`src/rtl/vwa_pkg.sv`:
```
package vwa_pkg;
  typedef enum logic [1:0] {
    SLOT_IDLE   = 2'd0,
    SLOT_COP    = 2'd1,
    SLOT_REPLAY = 2'd2,
    SLOT_CPU    = 2'd3
  } slot_e;
endpackage

```
`src/rtl/vwa_win_decode.sv`:
```
module vwa_win_decode #(
  parameter int                CPU_AW   = 16,
  parameter int                LOC_AW   = 10,
  parameter logic [CPU_AW-1:0] WIN_BASE = 16'hD000
) (
  input  logic [CPU_AW-1:0] addr,
  output logic              in_win,
  output logic [LOC_AW-1:0] offset
);
  localparam int TAG_W = CPU_AW - LOC_AW;
  localparam logic [TAG_W-1:0] WIN_TAG = WIN_BASE[CPU_AW-1:LOC_AW];

  always_comb begin
    in_win = (addr[CPU_AW-1:LOC_AW] == WIN_TAG);
    offset = addr[LOC_AW-1:0];
  end
endmodule

```
`src/rtl/vwa_slot_arb.sv`:
```
module vwa_slot_arb
  import vwa_pkg::*;
(
  input  logic  clk,
  input  logic  rst_n,
  input  logic  cop_valid,
  input  logic  cop_to_vid,
  input  logic  vid_grant,
  input  logic  cpu_in_win,
  input  logic  cpu_wr,
  input  logic  buf_valid,
  output slot_e slot,
  output logic  cop_ready,
  output logic  own_fire,
  output logic  cpu_rdy,
  output logic  capture
);
  logic cop_fire;
  logic bus_taken;

  always_comb begin
    cop_fire  = cop_valid & cop_to_vid & vid_grant;
    own_fire  = cop_valid & ~cop_to_vid;
    cop_ready = cop_fire | own_fire;
    bus_taken = cop_fire | buf_valid;
    capture   = cpu_in_win & cpu_wr & bus_taken;
    cpu_rdy   = ~(cpu_in_win & ~cpu_wr & bus_taken);
    if (cop_fire)        slot = SLOT_COP;
    else if (buf_valid)  slot = SLOT_REPLAY;
    else if (cpu_in_win) slot = SLOT_CPU;
    else                 slot = SLOT_IDLE;
  end

  AST_COP_WAITS_GRANT: assert property (@(posedge clk) disable iff (!rst_n)
    (cop_valid && cop_to_vid && !vid_grant) |-> !cop_ready);
  AST_OWN_NO_STALL: assert property (@(posedge clk) disable iff (!rst_n)
    (cop_valid && !cop_to_vid) |-> cop_ready);
  AST_WRITE_NEVER_HALTED: assert property (@(posedge clk) disable iff (!rst_n)
    cpu_wr |-> cpu_rdy);
  AST_REPLAY_BEFORE_CPU: assert property (@(posedge clk) disable iff (!rst_n)
    (buf_valid && !(cop_valid && cop_to_vid && vid_grant)) |-> (slot == SLOT_REPLAY));
endmodule

```
`src/rtl/vwa_replay_buf.sv`:
```
module vwa_replay_buf #(
  parameter int LOC_AW = 10,
  parameter int DW     = 8
) (
  input  logic              clk,
  input  logic              rst_n,
  input  logic              capture,
  input  logic [LOC_AW-1:0] cap_addr,
  input  logic [DW-1:0]     cap_data,
  input  logic              drain,
  output logic              valid,
  output logic [LOC_AW-1:0] addr,
  output logic [DW-1:0]     data
);
  logic              valid_d;
  logic              load_en;
  logic [LOC_AW-1:0] addr_d;
  logic [DW-1:0]     data_d;

  always_comb begin
    load_en = capture;
    valid_d = valid;
    addr_d  = addr;
    data_d  = data;
    if (load_en) begin
      valid_d = 1'b1;
      addr_d  = cap_addr;
      data_d  = cap_data;
    end else if (drain) begin
      valid_d = 1'b0;
    end
  end

  always_ff @(posedge clk or negedge rst_n) begin
    if (!rst_n) begin
      valid <= 1'b0;
      addr  <= '0;
      data  <= '0;
    end else begin
      valid <= valid_d;
      if (load_en) begin
        addr <= addr_d;
        data <= data_d;
      end
    end
  end

  AST_CAPTURE_SETS: assert property (@(posedge clk) disable iff (!rst_n)
    capture |=> valid);
  AST_LAST_WRITE_KEPT: assert property (@(posedge clk) disable iff (!rst_n)
    capture |=> (addr == $past(cap_addr) && data == $past(cap_data)));
  AST_DRAIN_CLEARS: assert property (@(posedge clk) disable iff (!rst_n)
    (drain && !capture) |=> !valid);
endmodule

```
`src/rtl/vreg_wr_arbiter.sv`:
```
module vreg_wr_arbiter
  import vwa_pkg::*;
#(
  parameter int                CPU_AW   = 16,
  parameter int                LOC_AW   = 10,
  parameter int                DW       = 8,
  parameter logic [CPU_AW-1:0] WIN_BASE = 16'hD000
) (
  input  logic              clk,
  input  logic              rst_n,
  input  logic [CPU_AW-1:0] cpu_addr,
  input  logic [DW-1:0]     cpu_wdata,
  input  logic              cpu_wr,
  output logic              cpu_rdy,
  input  logic              cop_valid,
  input  logic              cop_to_vid,
  input  logic [LOC_AW-1:0] cop_addr,
  input  logic [DW-1:0]     cop_data,
  output logic              cop_ready,
  input  logic              vid_grant,
  output logic              loc_cs,
  output logic              loc_wr,
  output logic [LOC_AW-1:0] loc_addr,
  output logic [DW-1:0]     loc_wdata,
  output logic              own_we,
  output logic [LOC_AW-1:0] own_addr,
  output logic [DW-1:0]     own_wdata
);
  logic              in_win;
  logic [LOC_AW-1:0] win_off;
  slot_e             slot;
  logic              own_fire;
  logic              capture;
  logic              drain;
  logic              buf_valid;
  logic [LOC_AW-1:0] buf_addr;
  logic [DW-1:0]     buf_data;

  logic              loc_cs_d, loc_wr_d, own_we_d;
  logic [LOC_AW-1:0] loc_addr_d, own_addr_d;
  logic [DW-1:0]     loc_wdata_d, own_wdata_d;

  vwa_win_decode #(.CPU_AW(CPU_AW), .LOC_AW(LOC_AW), .WIN_BASE(WIN_BASE)) win_i (
    .addr   (cpu_addr),
    .in_win (in_win),
    .offset (win_off)
  );

  vwa_slot_arb arb_i (
    .clk        (clk),
    .rst_n      (rst_n),
    .cop_valid  (cop_valid),
    .cop_to_vid (cop_to_vid),
    .vid_grant  (vid_grant),
    .cpu_in_win (in_win),
    .cpu_wr     (cpu_wr),
    .buf_valid  (buf_valid),
    .slot       (slot),
    .cop_ready  (cop_ready),
    .own_fire   (own_fire),
    .cpu_rdy    (cpu_rdy),
    .capture    (capture)
  );

  assign drain = (slot == SLOT_REPLAY);

  vwa_replay_buf #(.LOC_AW(LOC_AW), .DW(DW)) buf_i (
    .clk      (clk),
    .rst_n    (rst_n),
    .capture  (capture),
    .cap_addr (win_off),
    .cap_data (cpu_wdata),
    .drain    (drain),
    .valid    (buf_valid),
    .addr     (buf_addr),
    .data     (buf_data)
  );

  // Next-state of the local bus and own-register ports
  always_comb begin
    loc_cs_d    = 1'b0;
    loc_wr_d    = 1'b0;
    loc_addr_d  = '0;
    loc_wdata_d = '0;
    unique case (slot)
      SLOT_COP: begin
        loc_cs_d    = 1'b1;
        loc_wr_d    = 1'b1;
        loc_addr_d  = cop_addr;
        loc_wdata_d = cop_data;
      end
      SLOT_REPLAY: begin
        loc_cs_d    = 1'b1;
        loc_wr_d    = 1'b1;
        loc_addr_d  = buf_addr;
        loc_wdata_d = buf_data;
      end
      SLOT_CPU: begin
        loc_cs_d    = 1'b1;
        loc_wr_d    = cpu_wr;
        loc_addr_d  = win_off;
        loc_wdata_d = cpu_wr ? cpu_wdata : '0;
      end
      default: ;
    endcase
    own_we_d    = own_fire;
    own_addr_d  = own_fire ? cop_addr : '0;
    own_wdata_d = own_fire ? cop_data : '0;
  end

  always_ff @(posedge clk or negedge rst_n) begin
    if (!rst_n) begin
      loc_cs    <= 1'b0;
      loc_wr    <= 1'b0;
      loc_addr  <= '0;
      loc_wdata <= '0;
      own_we    <= 1'b0;
      own_addr  <= '0;
      own_wdata <= '0;
    end else begin
      loc_cs    <= loc_cs_d;
      loc_wr    <= loc_wr_d;
      loc_addr  <= loc_addr_d;
      loc_wdata <= loc_wdata_d;
      own_we    <= own_we_d;
      own_addr  <= own_addr_d;
      own_wdata <= own_wdata_d;
    end
  end

  AST_COP_REACHES_BUS: assert property (@(posedge clk) disable iff (!rst_n)
    (cop_valid && cop_to_vid && vid_grant) |=>
      (loc_cs && loc_wr && loc_addr == $past(cop_addr) && loc_wdata == $past(cop_data)));
  AST_OUTSIDE_READY: assert property (@(posedge clk) disable iff (!rst_n)
    (cpu_addr[CPU_AW-1:LOC_AW] != WIN_BASE[CPU_AW-1:LOC_AW]) |-> cpu_rdy);
  AST_READ_HALT_ON_COP: assert property (@(posedge clk) disable iff (!rst_n)
    (cop_valid && cop_to_vid && vid_grant && !cpu_wr &&
     cpu_addr[CPU_AW-1:LOC_AW] == WIN_BASE[CPU_AW-1:LOC_AW]) |-> !cpu_rdy);
  AST_NO_BUS_WITHOUT_GRANT: assert property (@(posedge clk) disable iff (!rst_n)
    (cop_valid && cop_to_vid && !vid_grant && !buf_valid && !in_win) |=> !loc_cs);
  AST_OWN_WRITE_OUT: assert property (@(posedge clk) disable iff (!rst_n)
    (cop_valid && !cop_to_vid) |=> (own_we && own_addr == $past(cop_addr)));
endmodule

```
`config.mk`:
```
export PLATFORM = sky130hd
export DESIGN_NAME = vreg_wr_arbiter
export DESIGN_NICKNAME = d
export VERILOG_FILES = /design/src/rtl/vwa_pkg.sv /design/src/rtl/vwa_win_decode.sv /design/src/rtl/vwa_slot_arb.sv /design/src/rtl/vwa_replay_buf.sv /design/src/rtl/vreg_wr_arbiter.sv
export SDC_FILE = /design/constraint.sdc
export NUM_CORES = 1
export LEC_CHECK = 0
export ABC_AREA = 1
export BUFFER_PORTS_ARGS = -buffer_cell sky130_fd_sc_hd__buf_2
export CAP_MARGIN = 20
export CORE_ASPECT_RATIO = 0.8
export CORE_UTILIZATION = 50
export CTS_CLUSTER_DIAMETER = 30
export DETAILED_ROUTE_END_ITERATION = 7
export PLACE_DENSITY = 0.91
export SLEW_MARGIN = 20
export SYNTH_ARGS = -nofsm -noshare
export SYNTH_HDL_FRONTEND = slang
export SYNTH_HIERARCHICAL = 1
export SYNTH_SLANG_ARGS = --single-unit
```
`constraint.sdc`:
```
create_clock -name clk -period 1.7 [get_ports clk]
set_input_delay 0.255 -clock clk [delete_from_list [all_inputs] [get_ports clk]]
set_output_delay 0.255 -clock clk [all_outputs]
set_load 0.05 [all_outputs]
```
==> flow_summary.yaml <==
global_route:
  grt_util_all_layers_pct: 22.4
  grt_pass1_vias: 2143
  grt_start_max_net_pins: 22
  grt_antenna_before_repair: 0
  gr-total-overflow: 0
  grt_pass1_wl_mm: 9.46
power:
  cellPowerDensity_mw_per_mm2: 891
  power_mw: 2.94
  power_switching_mw: 0.755
  p_sw_share_pct: 25.7
  clock_network_fraction_of_total_power_pct: 39.1
  vdd.ir_drop.worst_v: 0.000521
  power.share.sequential_pct: 48.8
  power_frac_comb_pct: 12.1
  leakage_nw: 2.13
  p_int_mw: 2.18
sta:
  hold_slack_ns: 0.124
  final-max-slew-violation-count: 0
  finalSetupViolations: 0
  max-slew-margin-rel_pct: 67.0
  fmax_ghz: 0.679
  post-route-period-util_pct: 86.7
  timing_worst_slew_pin_value_ns: 0.495
  unrepaired_setup_endpoints_after_global_routing: "false"
  finalWorstPathRequiredPeriod_ns: 1.47
  final.setup.tns_ns: 0
  worst_clock_skew_ns: 0.00594
  report.final.hold_viol_count: 0
routing:
  total_iterations_of_the_first_detailed_routing_run: 5
  dr_iter_0_viols: 151
  wire_per_inst_um: 12.0
  viasPerCell: 4.63
  drtAntennaViolNets: 0
  drt-total-wl_mm: 5.71
  num_vias: 2198
  post-route-drc-count: 0
setup_path:
  crit_top_cell: "sky130_fd_sc_hd__nor2_1"
  critical_path.slowest_cell: "sky130_fd_sc_hd__dfrtp_1"
  worst_ep_arrival_time_ns: 1.74
  path_max_fanout: 9
  timing.critical_path.required_ns: 1.96
  critical-path-max-stage-delay_ns: 0.41
  critical_path.reg2reg.endpoint: "loc_wdata[3]$_DFF_PN0_"
  startpoint_of_the_worst_slack_reg_to_reg_timing_path: "buf_i/valid$_DFFE_PN0P_"
  critical_path.cell_chain: "o21ai_1 > buf_4 > ha_1 > nand2_1 > nor2_1 > nor2_1 > nor2_1"
  worst_setup_path_end_kind: "flop"
  path_type_of_the_worst_setup_path: "reg -> reg"
  worstRegToRegCells: 7
  crit_path_start_kind: "flop"
  r2r_slack_ns: 0.23
logic_synthesis:
  yosys.area_share.adder_pct: 1.91
  synth_cell_types: 18
  ys_seq_elements: 58
  synth-compound-area-share_pct: 1.10
  yosys.area_share.simple_pct: 27.4
  multiplexer_share_of_the_synthesized_area_pct: 0
  syn_avg_cell_area_sq_um: 8.21
  synth.net_count: 372
  synthesis.yosys.warnings: 6
  synthesis.area_sq_mm: 0.00263
  synth.yosys.seq_area_share_pct: 55.3
  syn_inst: 320
  dominant_combinational_cell_family_by_area_after_synthesis: "simple AND/OR/NAND/NOR gates"
  synth-xor-area-share_pct: 0
final_layout:
  insertedDiodeCount: 0
  layout.filler_cells: 381
  mostFrequentLayoutCell: "sky130_fd_sc_hd__nand2_1"
  most-common-layout-cells: "141 x sky130_fd_sc_hd__nand2_1, 88 x sky130_fd_sc_hd__buf_2, 58 x sky130_fd_sc_hd__dfrtp_1"
  design_area_sq_mm: 0.00329
  final_util_pct: 65.4
  num-nets-final: 460
  drive_gt1_share_pct: 28.8
  areaGrowthSynthToFinish_pct: 25.4
floorplanning:
  chipHeight_um: 66.8
  die_area_sq_mm: 0.00555
  std_cell_rows: 23
  num_io_pins: 89
  core-area_sq_mm: 0.00504
  horizontal_die_dimension_um: 83.0
  start_util_pct: 52.1
clocking:
  tritoncts: "done"
  number_of_buffers_added_by_the_clock_tree_synthesis_step: 9
  root_buffer: "sky130_fd_sc_hd__clkbuf_8"
  clock_path_buffers: 2
  postCtsSetupRepairBufs: 0
  cts_htree_levels: 3
  clk_transition_reported_paths_ns: 0.06
  cts_sinks: 58
  worstSkewPairLatency_ns: 0.33
min_path:
  hold_depth: 3
  hold_path.startpoint: "cop_addr[8]"
  min_delay_worst_endpoint: "own_addr[8]$_DFF_PN0_"
  hold_path.class: "in -> reg"
placed_design:
  place_area_sq_mm: 0.00310
  hpwlAfterDp_mm: 4.07
  placement.io_buffers: 88
  gpl.final_weighted_congestion: 0.749
run_status:
  status: "complete, no violations"
run:
  max_cap_viol: 0
[per-stage QoR]
stage          setup slack (ns)  std cells
2_1_floorplan            0.0611        320
3_3_place_gp             0.0399        458
3_5_place_dp            -0.0535        458
4_1_cts                   0.228        475
5_1_grt                  0.0606        475
6_report                  0.227        475
[what timing repair did]
item                                   in CTS  in global routing
endpoints found under the hold margin      19                  0
hold buffers                                1                  0
gates resized for setup                     0                  0
[worst max-delay path: cells and delay by family (launching register included)]
| family | cells | cell delay [ns] |
|---|---|---|
| fa+ha+maj | 1 | 0.16 |
| compound gates | 1 | 0.18 |
| flops | 1 | 0.41 |
| buf+inv | 1 | 0.14 |
| simple gates | 4 | 0.51 |
[final cells by class]
cell class / count / area (sq um) / area share (%)
multi-input combinational: 193 / 798 / 24.2
clock buffer: 14 / 173 / 5.24
tap: 62 / 77.6 / 2.35
inverter: 47 / 184 / 5.58
timing repair buffer: 99 / 601 / 18.2
sequential: 58 / 1450 / 44.1
clock inverter: 2 / 10.0 / 0.304
[layer usage]
layer / up-vias / share of wire (%) / track usage [%]
met5: - / 0 / 0
met4: 0 / 2.2 / 12.5
met3: 16 / 8.4 / 6.94
met2: 104 / 50 / 39.4
met1: 985 / 39 / 24.5
li1: 1093 / - / -
[registers in the layout (all words and copies together) (netlist names), 8 cells and up]
register    flops
buf_i/addr     10
loc_addr       10
own_addr       10
buf_i/data      8
loc_wdata       8
own_wdata       8
[how the worst max path moves through the flow]
stage,start,endpoint
detailed placement,cpu_addr[13],loc_wdata[3]$_DFF_PN0_
floorplan,cop_valid,cop_ready
CTS,buf_i/valid$_DFFE_PN0P_,loc_wdata[3]$_DFF_PN0_
global route,buf_i/valid$_DFFE_PN0P_,loc_wdata[2]$_DFF_PN0_
finish,buf_i/valid$_DFFE_PN0P_,loc_wdata[3]$_DFF_PN0_
global placement,cpu_addr[11],loc_wdata[4]$_DFF_PN0_
[synthesized netlist by cell type]
cell | instances | area [sq um]
sky130_fd_sc_hd__nand2_1 | 141 | 529
sky130_fd_sc_hd__dfrtp_1 | 58 | 1450
sky130_fd_sc_hd__inv_1 | 46 | 173
sky130_fd_sc_hd__nor2_1 | 28 | 105
sky130_fd_sc_hd__buf_4 | 13 | 97.6
sky130_fd_sc_hd__nand3_1 | 10 | 50.1
sky130_fd_sc_hd__buf_6 | 5 | 56.3
sky130_fd_sc_hd__ha_1 | 4 | 50.1
sky130_fd_sc_hd__nand2_2 | 3 | 18.8
sky130_fd_sc_hd__o21ai_0 | 3 | 15.0
sky130_fd_sc_hd__buf_2 | 2 | 10.0
sky130_fd_sc_hd__a21oi_1 | 1 | 5.00
sky130_fd_sc_hd__a21oi_2 | 1 | 8.76
sky130_fd_sc_hd__buf_8 | 1 | 15.0
sky130_fd_sc_hd__clkbuf_8 | 1 | 13.8
sky130_fd_sc_hd__inv_8 | 1 | 11.3
sky130_fd_sc_hd__nand3_2 | 1 | 10.0
sky130_fd_sc_hd__nor2_2 | 1 | 6.26
[power by group through the flow]
stage | registers (mW) | logic [mW] | clock network (mW)
floorplan | 1.54 | 0.123 | 0
global placement | 1.46 | 0.347 | 0
detailed placement | 1.46 | 0.353 | 0
CTS | 1.43 | 0.357 | 1.16
global route | 1.44 | 0.389 | 1.23
finish | 1.43 | 0.354 | 1.15
[cell families (layout without fill, tap and decap cells)]
kind of cell / Yosys count / in the layout
buf+inv: 69 / 162
compound gates: 5 / 5
fa+ha+maj: 4 / 4
simple gates: 184 / 184
flops: 58 / 58
No activity file was read; power rests on OpenSTA's default activity.
